**src/rtl/scrub_pkg.sv**
```systemverilog
package scrub_pkg;
   typedef enum logic [2:0] {
      SP_FREE    = 3'd0,
      SP_PEND    = 3'd1,
      SP_COPY    = 3'd2,
      SP_ACTIVE  = 3'd3,
      SP_RETIRED = 3'd4
   } spare_st_e;

   typedef enum logic [1:0] {
      GS_NORMAL    = 2'd0,
      GS_MIGRATING = 2'd1,
      GS_COMPLETE  = 2'd2,
      GS_EXHAUSTED = 2'd3
   } grp_st_e;

   typedef enum logic [1:0] {
      SQ_RD   = 2'd0,
      SQ_WAIT = 2'd1,
      SQ_WR   = 2'd2
   } seq_st_e;
endpackage

```
**src/rtl/scrub_walker.sv**
```systemverilog
module scrub_walker
   import scrub_pkg::*;
#(
   parameter int ADDR_W = 10,
   parameter int DATA_W = 72
) (
   input  logic              clk,
   input  logic              rst_n,
   input  logic              host_busy,
   input  logic              rd_valid,
   input  logic [DATA_W-1:0] rd_data,
   output logic              mem_req,
   output logic              mem_we,
   output logic [ADDR_W-1:0] mem_addr,
   output logic [DATA_W-1:0] mem_wdata,
   output logic              rd_take,
   output logic              pass_end
);
   localparam logic [ADDR_W-1:0] LAST = {ADDR_W{1'b1}};

   seq_st_e           st_q;
   logic [ADDR_W-1:0] addr_q;
   logic [DATA_W-1:0] hold_q;
   logic              issue;

   assign issue     = !host_busy && (st_q == SQ_RD || st_q == SQ_WR);
   assign mem_req   = issue;
   assign mem_we    = (st_q == SQ_WR);
   assign mem_addr  = addr_q;
   assign mem_wdata = hold_q;
   assign rd_take   = (st_q == SQ_WAIT) && rd_valid;
   assign pass_end  = issue && (st_q == SQ_WR) && (addr_q == LAST);

   always_ff @(posedge clk or negedge rst_n) begin
      if (!rst_n) begin
         st_q   <= SQ_RD;
         addr_q <= '0;
         hold_q <= '0;
      end else begin
         case (st_q)
            SQ_RD:   if (!host_busy) st_q <= SQ_WAIT;
            SQ_WAIT: if (rd_valid) begin
               hold_q <= rd_data;
               st_q   <= SQ_WR;
            end
            SQ_WR:   if (!host_busy) begin
               st_q   <= SQ_RD;
               addr_q <= addr_q + 1'b1;
            end
            default: st_q <= SQ_RD;
         endcase
      end
   end
endmodule

```
**src/rtl/sym_err_counters.sv**
```systemverilog
module sym_err_counters #(
   parameter int NPOS   = 20,
   parameter int CNT_W  = 8,
   parameter int THRESH = 16
) (
   input  logic                     clk,
   input  logic                     rst_n,
   input  logic                     ce_evt,
   input  logic [$clog2(NPOS)-1:0]  ce_pos,
   output logic [NPOS*CNT_W-1:0]    cnt_flat,
   output logic [NPOS-1:0]          hot_vec,
   output logic                     ce_hot
);
   localparam int               PW   = $clog2(NPOS);
   localparam logic [CNT_W-1:0] CMAX = {CNT_W{1'b1}};
   localparam logic [CNT_W-1:0] TH   = CNT_W'(THRESH);
   localparam logic [CNT_W-1:0] TH1  = CNT_W'(THRESH - 1);

   for (genvar p = 0; p < NPOS; p++) begin : g_pos
      logic [CNT_W-1:0] c_q;
      always_ff @(posedge clk or negedge rst_n) begin
         if (!rst_n)
            c_q <= '0;
         else if (ce_evt && ce_pos == PW'(p) && c_q != CMAX)
            c_q <= c_q + 1'b1;
      end
      assign cnt_flat[p*CNT_W +: CNT_W] = c_q;
      assign hot_vec[p] = (c_q >= TH);
   end

   // saturated (count + 1) >= THRESH is the same as count >= THRESH - 1
   always_comb begin
      ce_hot = 1'b0;
      for (int p = 0; p < NPOS; p++)
         if (ce_pos == PW'(p)) ce_hot = (cnt_flat[p*CNT_W +: CNT_W] >= TH1);
   end
endmodule

```
**src/rtl/spare_mapper.sv**
```systemverilog
module spare_mapper
   import scrub_pkg::*;
#(
   parameter int NSYM   = 18,
   parameter int NSPARE = 2
) (
   input  logic                                clk,
   input  logic                                rst_n,
   input  logic                                ce_evt,
   input  logic [$clog2(NSYM+NSPARE)-1:0]      ce_pos,
   input  logic                                ce_hot,
   input  logic [NSYM+NSPARE-1:0]              hot_vec,
   input  logic                                pass_end,
   output logic [NSYM-1:0]                     dup_mask,
   output logic [NSYM-1:0]                     steer_mask,
   output logic [3*NSPARE-1:0]                 spare_state,
   output logic [NSPARE*$clog2(NSYM)-1:0]      spare_for,
   output logic [1:0]                          grp_status
);
   localparam int PW = $clog2(NSYM + NSPARE);
   localparam int LW = $clog2(NSYM);

   spare_st_e         st_q  [NSPARE];
   logic [LW-1:0]     tgt_q [NSPARE];
   logic              exhausted_q;

   logic              busy, copying, any_act, svc, found, trigger;
   logic [LW-1:0]     copy_tgt, lchip;
   int                pick;

   always_comb begin
      dup_mask   = '0;
      steer_mask = '0;
      busy       = 1'b0;
      copying    = 1'b0;
      any_act    = 1'b0;
      copy_tgt   = '0;
      for (int s = 0; s < NSPARE; s++) begin
         if (st_q[s] == SP_PEND) busy = 1'b1;
         if (st_q[s] == SP_COPY) begin
            busy     = 1'b1;
            copying  = 1'b1;
            copy_tgt = tgt_q[s];
         end
         if (st_q[s] == SP_ACTIVE) any_act = 1'b1;
         for (int c = 0; c < NSYM; c++) begin
            if (tgt_q[s] == LW'(c) && st_q[s] == SP_COPY)   dup_mask[c]   = 1'b1;
            if (tgt_q[s] == LW'(c) && st_q[s] == SP_ACTIVE) steer_mask[c] = 1'b1;
         end
      end
   end

   // is the failing position serving a logical chip, and which one
   always_comb begin
      svc   = 1'b0;
      lchip = '0;
      for (int c = 0; c < NSYM; c++)
         if (ce_pos == PW'(c)) begin
            svc   = !steer_mask[c];
            lchip = LW'(c);
         end
      for (int s = 0; s < NSPARE; s++)
         if (ce_pos == PW'(NSYM + s) && st_q[s] == SP_ACTIVE) begin
            svc   = 1'b1;
            lchip = tgt_q[s];
         end
   end

   // lowest-index free spare that is not itself error-prone
   always_comb begin
      found = 1'b0;
      pick  = 0;
      for (int s = NSPARE - 1; s >= 0; s--)
         if (st_q[s] == SP_FREE && !hot_vec[NSYM + s]) begin
            found = 1'b1;
            pick  = s;
         end
   end

   assign trigger = ce_evt && ce_hot && svc && !busy;

   always_ff @(posedge clk or negedge rst_n) begin
      if (!rst_n) begin
         for (int s = 0; s < NSPARE; s++) begin
            st_q[s]  <= SP_FREE;
            tgt_q[s] <= '0;
         end
         exhausted_q <= 1'b0;
      end else begin
         for (int s = 0; s < NSPARE; s++) begin
            if (pass_end) begin
               case (st_q[s])
                  SP_PEND:   st_q[s] <= SP_COPY;
                  SP_COPY:   st_q[s] <= SP_ACTIVE;
                  SP_ACTIVE: if (copying && tgt_q[s] == copy_tgt) st_q[s] <= SP_RETIRED;
                  default:   ;
               endcase
            end
            if (trigger && found && pick == s) begin
               st_q[s]  <= SP_PEND;
               tgt_q[s] <= lchip;
            end
         end
         if (trigger && !found) exhausted_q <= 1'b1;
      end
   end

   for (genvar s = 0; s < NSPARE; s++) begin : g_out
      assign spare_state[3*s +: 3]  = st_q[s];
      assign spare_for[LW*s +: LW]  = tgt_q[s];
   end

   assign grp_status = exhausted_q ? GS_EXHAUSTED :
                       busy        ? GS_MIGRATING :
                       any_act     ? GS_COMPLETE  : GS_NORMAL;
endmodule

```
**src/rtl/mem_scrubber.sv**
```systemverilog
module mem_scrubber #(
   parameter int DATA_W = 72,
   parameter int ADDR_W = 10,
   parameter int NSYM   = 18,
   parameter int NSPARE = 2,
   parameter int CNT_W  = 8,
   parameter int THRESH = 16
) (
   input  logic                                clk,
   input  logic                                rst_n,
   input  logic                                host_busy,
   output logic                                mem_req,
   output logic                                mem_we,
   output logic [ADDR_W-1:0]                   mem_addr,
   output logic [DATA_W-1:0]                   mem_wdata,
   input  logic                                rd_valid,
   input  logic [DATA_W-1:0]                   rd_data,
   input  logic                                rd_ce,
   input  logic [$clog2(NSYM+NSPARE)-1:0]      rd_sym,
   output logic [NSYM-1:0]                     dup_mask,
   output logic [NSYM-1:0]                     steer_mask,
   output logic [3*NSPARE-1:0]                 spare_state,
   output logic [NSPARE*$clog2(NSYM)-1:0]      spare_for,
   output logic [1:0]                          grp_status
);
   localparam int NPOS = NSYM + NSPARE;

   if (NSYM < 2) begin : g_bad_nsym
      $error("mem_scrubber: NSYM must be at least 2");
   end
   if (NSPARE < 1) begin : g_bad_nspare
      $error("mem_scrubber: NSPARE must be at least 1");
   end
   if (ADDR_W < 1 || DATA_W < 1) begin : g_bad_width
      $error("mem_scrubber: ADDR_W and DATA_W must be positive");
   end
   if (THRESH < 1 || THRESH > (2**CNT_W) - 1) begin : g_bad_thresh
      $error("mem_scrubber: THRESH must lie in 1 .. 2**CNT_W-1");
   end

   logic                  rd_take, pass_end, ce_hot;
   logic [NPOS*CNT_W-1:0] cnt_flat;
   logic [NPOS-1:0]       hot_vec;

   scrub_walker #(.ADDR_W(ADDR_W), .DATA_W(DATA_W)) u_walk (
      .clk(clk), .rst_n(rst_n), .host_busy(host_busy),
      .rd_valid(rd_valid), .rd_data(rd_data),
      .mem_req(mem_req), .mem_we(mem_we), .mem_addr(mem_addr),
      .mem_wdata(mem_wdata), .rd_take(rd_take), .pass_end(pass_end)
   );

   sym_err_counters #(.NPOS(NPOS), .CNT_W(CNT_W), .THRESH(THRESH)) u_cnt (
      .clk(clk), .rst_n(rst_n), .ce_evt(rd_take && rd_ce), .ce_pos(rd_sym),
      .cnt_flat(cnt_flat), .hot_vec(hot_vec), .ce_hot(ce_hot)
   );

   spare_mapper #(.NSYM(NSYM), .NSPARE(NSPARE)) u_map (
      .clk(clk), .rst_n(rst_n), .ce_evt(rd_take && rd_ce), .ce_pos(rd_sym),
      .ce_hot(ce_hot), .hot_vec(hot_vec), .pass_end(pass_end),
      .dup_mask(dup_mask), .steer_mask(steer_mask),
      .spare_state(spare_state), .spare_for(spare_for),
      .grp_status(grp_status)
   );
endmodule

```
**config.mk**
```make
export PLATFORM = sky130hd
export DESIGN_NAME = mem_scrubber
export DESIGN_NICKNAME = d
export VERILOG_FILES = /design/src/rtl/scrub_pkg.sv /design/src/rtl/scrub_walker.sv /design/src/rtl/sym_err_counters.sv /design/src/rtl/spare_mapper.sv /design/src/rtl/mem_scrubber.sv
export SDC_FILE = /design/constraint.sdc
export NUM_CORES = 1
export LEC_CHECK = 0
export ABC_AREA = 0
export BUFFER_PORTS_ARGS = -buffer_cell sky130_fd_sc_hd__buf_4
export CORE_UTILIZATION = 25
export DETAILED_ROUTE_END_ITERATION = 10
export PLACE_DENSITY = 0.52
export RECOVER_POWER = 100
export SYNTH_ARGS = -nofsm -noshare
export SYNTH_HDL_FRONTEND = slang
export SYNTH_SLANG_ARGS = --single-unit
```
**constraint.sdc**
```tcl
create_clock -name clk -period 2.35 [get_ports clk]
set_input_delay 0.47 -clock clk [delete_from_list [all_inputs] [get_ports clk]]
set_output_delay 0.47 -clock clk [all_outputs]
set_load 0.01 [all_outputs]
```
==> results.sh, run 1 <==
export IMPL_fin_util_pct=39.04
export IMPL_path_cells="buf_6 -> buf_6 -> nor3b_4 -> buf_6 -> or3b_4 -> o22ai_4 -> buf_6"
export IMPL_seqPwrFrac_pct=40.7
export IMPL_synth_top_cell_by_area="dfrtp_1"
export IMPL_multi_input_area_sq_mm=0.006644
export IMPL_worstReg2RegEnd="u_map.spare_for[1]"
export IMPL_cts_sink_count=261
export IMPL_reg2reg_depth=12
export IMPL_grt_overflow=0
export IMPL_max_stage_delay_ns=0.45
export IMPL_internal_power_mw=10.20
export IMPL_hold_class="input pin to register"
export IMPL_ys_top_cells_by_count="dfrtp_1, nand2_1, mux2_2, xnor2_1, xor2_1"
export IMPL_slew_viol_final=0
export IMPL_htreeDepth=2
export IMPL_register_area_sq_mm=0.006531
export IMPL_die_h_um=228.3
export IMPL_clk_pin_slew_ns=0.06
export IMPL_drt_initial_drc_count=562
export IMPL_drt_pass1_iter_count=5
export IMPL_yosysMostFrequentCell="dfrtp_1"
export IMPL_drt_met1_wl_um=18010
export IMPL_switching_share_pct=28.00
export IMPL_viasPerCell=4.648
export IMPL_final_nets=1841
export IMPL_hold_depth=2
export IMPL_peakVddDrop_mv=0.6382
export IMPL_hpwl_um=31430
export IMPL_wire_per_inst_um=16.99
export IMPL_synth_nets=1247
export IMPL_io_pins=220
export IMPL_setup_slack_ns=-0.4305
export IMPL_worstSkewPairLatency_ns=0.54
export IMPL_yosys_most_used_dff="dfrtp_1"
export IMPL_crit_slowest_cell="or3b_4"
export IMPL_worstMarginPinSlew_ns=1.011
export IMPL_stdcell_count=2432
export IMPL_yosysWarnings=0
export IMPL_maxCapViolations=0
export IMPL_grt_max_degree=74
export IMPL_start_util_pct=25.42
export IMPL_core_area_sq_mm=0.05038
export IMPL_cts_root_buf="clkbuf_16"
export IMPL_wl_met2_um=19350
export IMPL_wl_met3_um=2548
export IMPL_synth_area_leaders="dfrtp_1, mux2_2, xnor2_1, xor2_1, nand2_1"
export IMPL_syn_area_per_cell_sq_um=11.21
export IMPL_status="finished with violations"
export IMPL_comb_power_share_pct=20.4
export IMPL_fin_hold_ws_ns=0.1573
export IMPL_netSwitchingPower_mw=3.968
export IMPL_cts_buffers=35
export IMPL_critPathCaptureType="primary output"
export IMPL_crit_type="register to primary output"
export IMPL_grt_pass1_vias=11890
export IMPL_num_fill_cells=5024
export IMPL_violations="setup timing"
export IMPL_tns_ns=-21.83
export IMPL_yosysSeqAreaShare_pct=51.01
export IMPL_syn_area_sq_mm=0.01280
export IMPL_setup_viol=119
export IMPL_critical_path_required_ns=1.88
export IMPL_dr_max_layer_used="met4"
export IMPL_critPathArrivalTime_ns=2.31
export IMPL_drt_wl_total_um=41320
export IMPL_fin_skew_ns=0.02936
export IMPL_clk_path_buf_depth=3
export IMPL_placedCellCount=2352
export IMPL_num_vias=11300
export IMPL_ant_nets=0
export IMPL_drive_gt1_share_pct=43.07
export IMPL_synth_top_cell_area_share_pct=51.01
export IMPL_rsz0062_at_grt="true"
export IMPL_layout_worst_path_cycle_share_pct=118.3
export IMPL_async_reset_ff_share_pct=100.0
export IMPL_cp_endpoint="dup_mask[0]"
export IMPL_startpoint_type="register"
export IMPL_antenna_found_initial=0
export IMPL_gp_congestion=0.9054
export IMPL_io_buffers=219
export IMPL_slew_headroom_pct=32.59
export IMPL_syn_to_final_growth_pct=53.61
export IMPL_hold_violations=0
export IMPL_power_density_mw_per_mm2=720.4
export IMPL_ys_ff_latch=261
export IMPL_path_max_fanout=4
export IMPL_die_area_sq_mm=0.05212
export IMPL_startpoint="u_map.spare_state[0]"
export IMPL_reg2reg_slack_ns=-0.35
export IMPL_rows=82
export IMPL_synth_distinct_cells=84
export IMPL_max_freq_ghz=0.3596
export IMPL_clock_power_share_pct=38.9
export IMPL_cts_tree="yes"
export IMPL_grt_pass1_wl_um=65230
export IMPL_power_leakage_nw=9.292
export IMPL_synth_edf_count=0
export IMPL_finalCriticalPeriod_ns=2.780
export IMPL_n_antenna_cell=0
export IMPL_r2r_start="u_map.spare_state[0]"
export IMPL_die_x_um=228.3
export IMPL_place_area_sq_mm=0.01787
export IMPL_path_common_cell="buf_6"
export IMPL_route_detailed_drc=0
export IMPL_grt_use_total_pct=15.85
export IMPL_design_area_sq_mm=0.01967
export IMPL_synthCells=1142
## power groups by stage
stage	clock, mW	sequential, mW	combinational (mW)
4_1_cts	5.70	5.80	3.53
6_report	5.51	5.77	2.89
2_1_floorplan	0	6.15	1.23
5_1_grt	5.84	5.88	3.17
3_3_place_gp	0	5.82	3.44
3_5_place_dp	0	5.86	3.50
## layout make-up
class | instances | share of cell area, %
Sequential cell | 261 | 33.21
Multi-Input combinational cell | 818 | 33.78
Tap cell | 672 | 4.275
Clock inverter | 10 | 0.6871
Clock buffer | 51 | 5.382
Timing Repair Buffer | 602 | 22.32
Inverter | 18 | 0.3435
## placed cells by master, fill, tap and decap left out, types with 17 or more instances in the layout
cell,n
xnor2_1,84
buf_6,60
buf_4,425
nand3_1,48
nand2_1,98
clkbuf_1,107
xor2_1,69
and3_1,25
mux2_2,90
nand4_1,48
nor2_1,47
nor4_1,24
clkbuf_16,37
a21oi_1,18
inv_1,17
dfrtp_1,261
ha_1,23
## critical path, delay by kind of cell, from the launching register on
family | cells | cell delay [ns]
AOI/OAI and AO/OA | 1 | 0.23
buffers and inverters | 4 | 0.51
and+or+nand+nor | 2 | 0.64
DFF | 1 | 0.39
## timing repair
item | CTS | global route
cloned | 0 | 0
setup buffers | 14 | 12
hold buffers | 1 | 0
endpoints found under the setup margin | 51 | 63
hold endpoints to repair | 29 | 0
gates resized for setup | 147 | 46
pin swaps | 44 | 31
## worst min-delay path by stage
stage	end	slack, ns	from
4_1_cts	u_walk.mem_wdata[38]	0.11	rd_data[38]
5_1_grt	u_walk.mem_wdata[53]	0.13	rd_data[53]
3_3_place_gp	u_cnt.g_pos[18].c_q[5]	0.37	rst_n
6_report	u_walk.mem_wdata[38]	0.16	rd_data[38]
2_1_floorplan	u_cnt.g_pos[0].c_q[0]	0.17	rst_n
3_5_place_dp	u_cnt.g_pos[18].c_q[5]	0.38	rst_n
## registers in the layout (all words and copies together), names as in the netlist
| register | count |
|---|---|
| u_map.spare_for | 10 |
| u_walk.st_q | 2 |
| u_walk.mem_addr | 10 |
| u_map.spare_state | 6 |
| u_walk.mem_wdata | 72 |
| u_cnt.g_pos.c_q | 160 |
| u_map.exhausted_q | 1 |
## logic make-up after synthesis
family / count (synthesis) / synth area share [%]
AOI/OAI and AO/OA: 116 / 6.870
xor gates and xnor gates: 154 / 10.53
adders and majority gates: 23 / 2.248
buffers and inverters: 63 / 2.492
DFF: 261 / 51.01
muxes: 100 / 8.746
and+or+nand+nor: 425 / 18.10
## routing by layer
layer | global-route usage [%] | vias up
met2 | 25.94 | 314
met3 | 4.154 | 70
li1 | - | 5330
met5 | 0 | -
met4 | 6.313 | 0
met1 | 19.84 | 5589
## stage by stage
stage	total power, mW	setup slack [ns]
finish	14.17	-0.4305
global route	14.90	-0.4957
CTS	15.03	-0.4066
detailed placement	9.355	-0.5598
global placement	9.260	-0.5489
floorplan	7.379	-0.1424
No activity file was read; power rests on OpenSTA's default activity.
==> run 2: changes to the inputs <==
SETUP_SLACK_MARGIN = 0.4   (was default)
==> results.sh, run 2 (synthesized netlist as in run 1, its figures left out) <==
export IMPL_grt_overflow=0
export IMPL_hold_violations=0
export IMPL_num_fill_cells=4868
export IMPL_stdcell_count=2386
export IMPL_antenna_found_initial=0
export IMPL_syn_to_final_growth_pct=56.64
export IMPL_cts_sink_count=261
export IMPL_dp_slack_ns=-0.4352
export IMPL_ant_nets=0
export IMPL_finalCriticalPeriod_ns=2.602
export IMPL_slew_viol_final=0
export IMPL_critPathArrivalTime_ns=3.00
export IMPL_clk_path_buf_depth=3
export IMPL_grt_pass1_wl_um=62690
export IMPL_clk_pin_slew_ns=0.06
export IMPL_place_area_sq_mm=0.01736
export IMPL_status="finished with violations"
export IMPL_worstReg2RegEnd="u_map.spare_for[4]"
export IMPL_cp_endpoint="u_map.spare_for[4]"
export IMPL_drive_gt1_share_pct=47.08
export IMPL_gp_congestion=0.8969
export IMPL_fin_skew_ns=0.01648
export IMPL_max_freq_ghz=0.3843
export IMPL_setup_slack_ns=-0.2521
export IMPL_num_vias=11070
export IMPL_peakVddDrop_mv=0.7257
export IMPL_core_area_sq_mm=0.05038
export IMPL_reg2reg_depth=10
export IMPL_final_nets=1797
export IMPL_viasPerCell=4.638
export IMPL_cts_root_buf="clkbuf_16"
export IMPL_r2r_start="u_map.spare_state[4]"
export IMPL_io_pins=220
export IMPL_cts_tree="yes"
export IMPL_final_cell_mix="buf_4, dfrtp_1, clkbuf_1"
export IMPL_rows=82
export IMPL_grt_pass1_vias=11610
export IMPL_maxCapViolations=0
export IMPL_hpwl_um=28720
export IMPL_largest_register="u_cnt.g_pos.c_q"
export IMPL_path_max_fanout=5
export IMPL_power_density_mw_per_mm2=693.7
export IMPL_layout_worst_path_cycle_share_pct=110.7
export IMPL_io_buffers=219
export IMPL_drt_wl_total_um=39450
export IMPL_die_h_um=228.3
export IMPL_power_leakage_nw=9.370
export IMPL_reg2reg_slack_ns=-0.25
export IMPL_slew_headroom_pct=0.3912
export IMPL_design_area_sq_mm=0.02006
export IMPL_n_antenna_cell=0
export IMPL_startpoint_type="register"
export IMPL_route_detailed_drc=0
export IMPL_critical_path_required_ns=2.75
export IMPL_rsz0062_at_grt="true"
export IMPL_grt_use_total_pct=14.89
export IMPL_die_x_um=228.3
export IMPL_drt_pass1_iter_count=5
export IMPL_wire_per_inst_um=16.53
export IMPL_drt_initial_drc_count=518
export IMPL_worstMarginPinSlew_ns=1.494
export IMPL_crit_type="register to register"
export IMPL_violations="setup timing"
export IMPL_largest_reg_flops=160
export IMPL_final_common_cell="buf_4"
export IMPL_startpoint="u_map.spare_state[4]"
export IMPL_critPathCaptureType="register"
export IMPL_placedCellCount=2258
export IMPL_grt_max_degree=74
export IMPL_htreeDepth=2
export IMPL_hold_class="input pin to register"
export IMPL_setup_viol=149
export IMPL_die_area_sq_mm=0.05212
export IMPL_start_util_pct=25.42
export IMPL_cts_buffers=34
export IMPL_worstSkewPairLatency_ns=0.53
export IMPL_fin_util_pct=39.81
[run 2: metal layers]
metal | vias to the layer above | part of all wire, % | track usage, %
met5 | - | 0 | 0
li1 | 5233 | - | -
met4 | 0 | 2.0 | 4.467
met2 | 316 | 47 | 24.34
met1 | 5469 | 45 | 19.59
met3 | 49 | 5.9 | 3.293
[run 2: worst min path at each step]
stage / startpoint / endpoint / cells after the start
final: rd_data[58] / u_walk.mem_wdata[58] / 2
after CTS: rd_data[58] / u_walk.mem_wdata[58] / 2
after detailed placement: rst_n / u_map.spare_state[5] / 1
after global routing: rd_data[55] / u_walk.mem_wdata[55] / 2
after global placement: rst_n / u_map.spare_state[5] / 1
after floorplan: rst_n / u_cnt.g_pos[0].c_q[0] / 0
[run 2: per-stage QoR]
step | TNS (ns) | total power [mW] | hold WS, ns
6_report | -12.52 | 13.91 | 0.1764
5_1_grt | -41.53 | 14.66 | 0.1559
3_5_place_dp | -4.706 | 9.274 | 0.4394
4_1_cts | -6.885 | 14.72 | 0.1385
3_3_place_gp | -3.381 | 9.194 | 0.4390
2_1_floorplan | -0.7485 | 7.397 | 0.1744
[run 2: cell type report]
cell class / count / area (sq um) / share of cell area [%]
clock buffers: 50 / 1022 / 5.097
clock inverters: 8 / 100.1 / 0.4991
inverters: 18 / 70.07 / 0.3494
multi-input cells: 818 / 7276 / 36.28
flip-flops and latches: 261 / 6538 / 32.60
well taps: 672 / 840.8 / 4.192
repair buffers: 559 / 4209 / 20.99
[run 2: power breakdown]
part	leakage, nW	internal, mW	switching [mW]	total [mW]
Clock	0.552	3.22	1.96	5.18
Combinational	5.40	1.44	1.49	2.92
Sequential	3.42	5.32	0.489	5.81
Total	9.37	9.98	3.93	13.9
[run 2: what timing repair did]
action	CTS	global route
gates cloned	0	0
resized for setup	185	168
hold buffers	1	0
setup endpoints to repair	127	116
hold endpoints to repair	45	0
pin swaps	78	78
buffers inserted	41	28
[run 2: worst max-delay path: stages (launching register included)]
cell      delay [ns]
dfrtp_1         0.43
buf_6           0.16
buf_6           0.11
and3b_2         0.24
nand2_4         0.09
o22ai_2         0.07
buf_6           0.14
o221ai_1        0.28
o31ai_4         0.18
a211oi_4        0.45
mux2_4          0.34
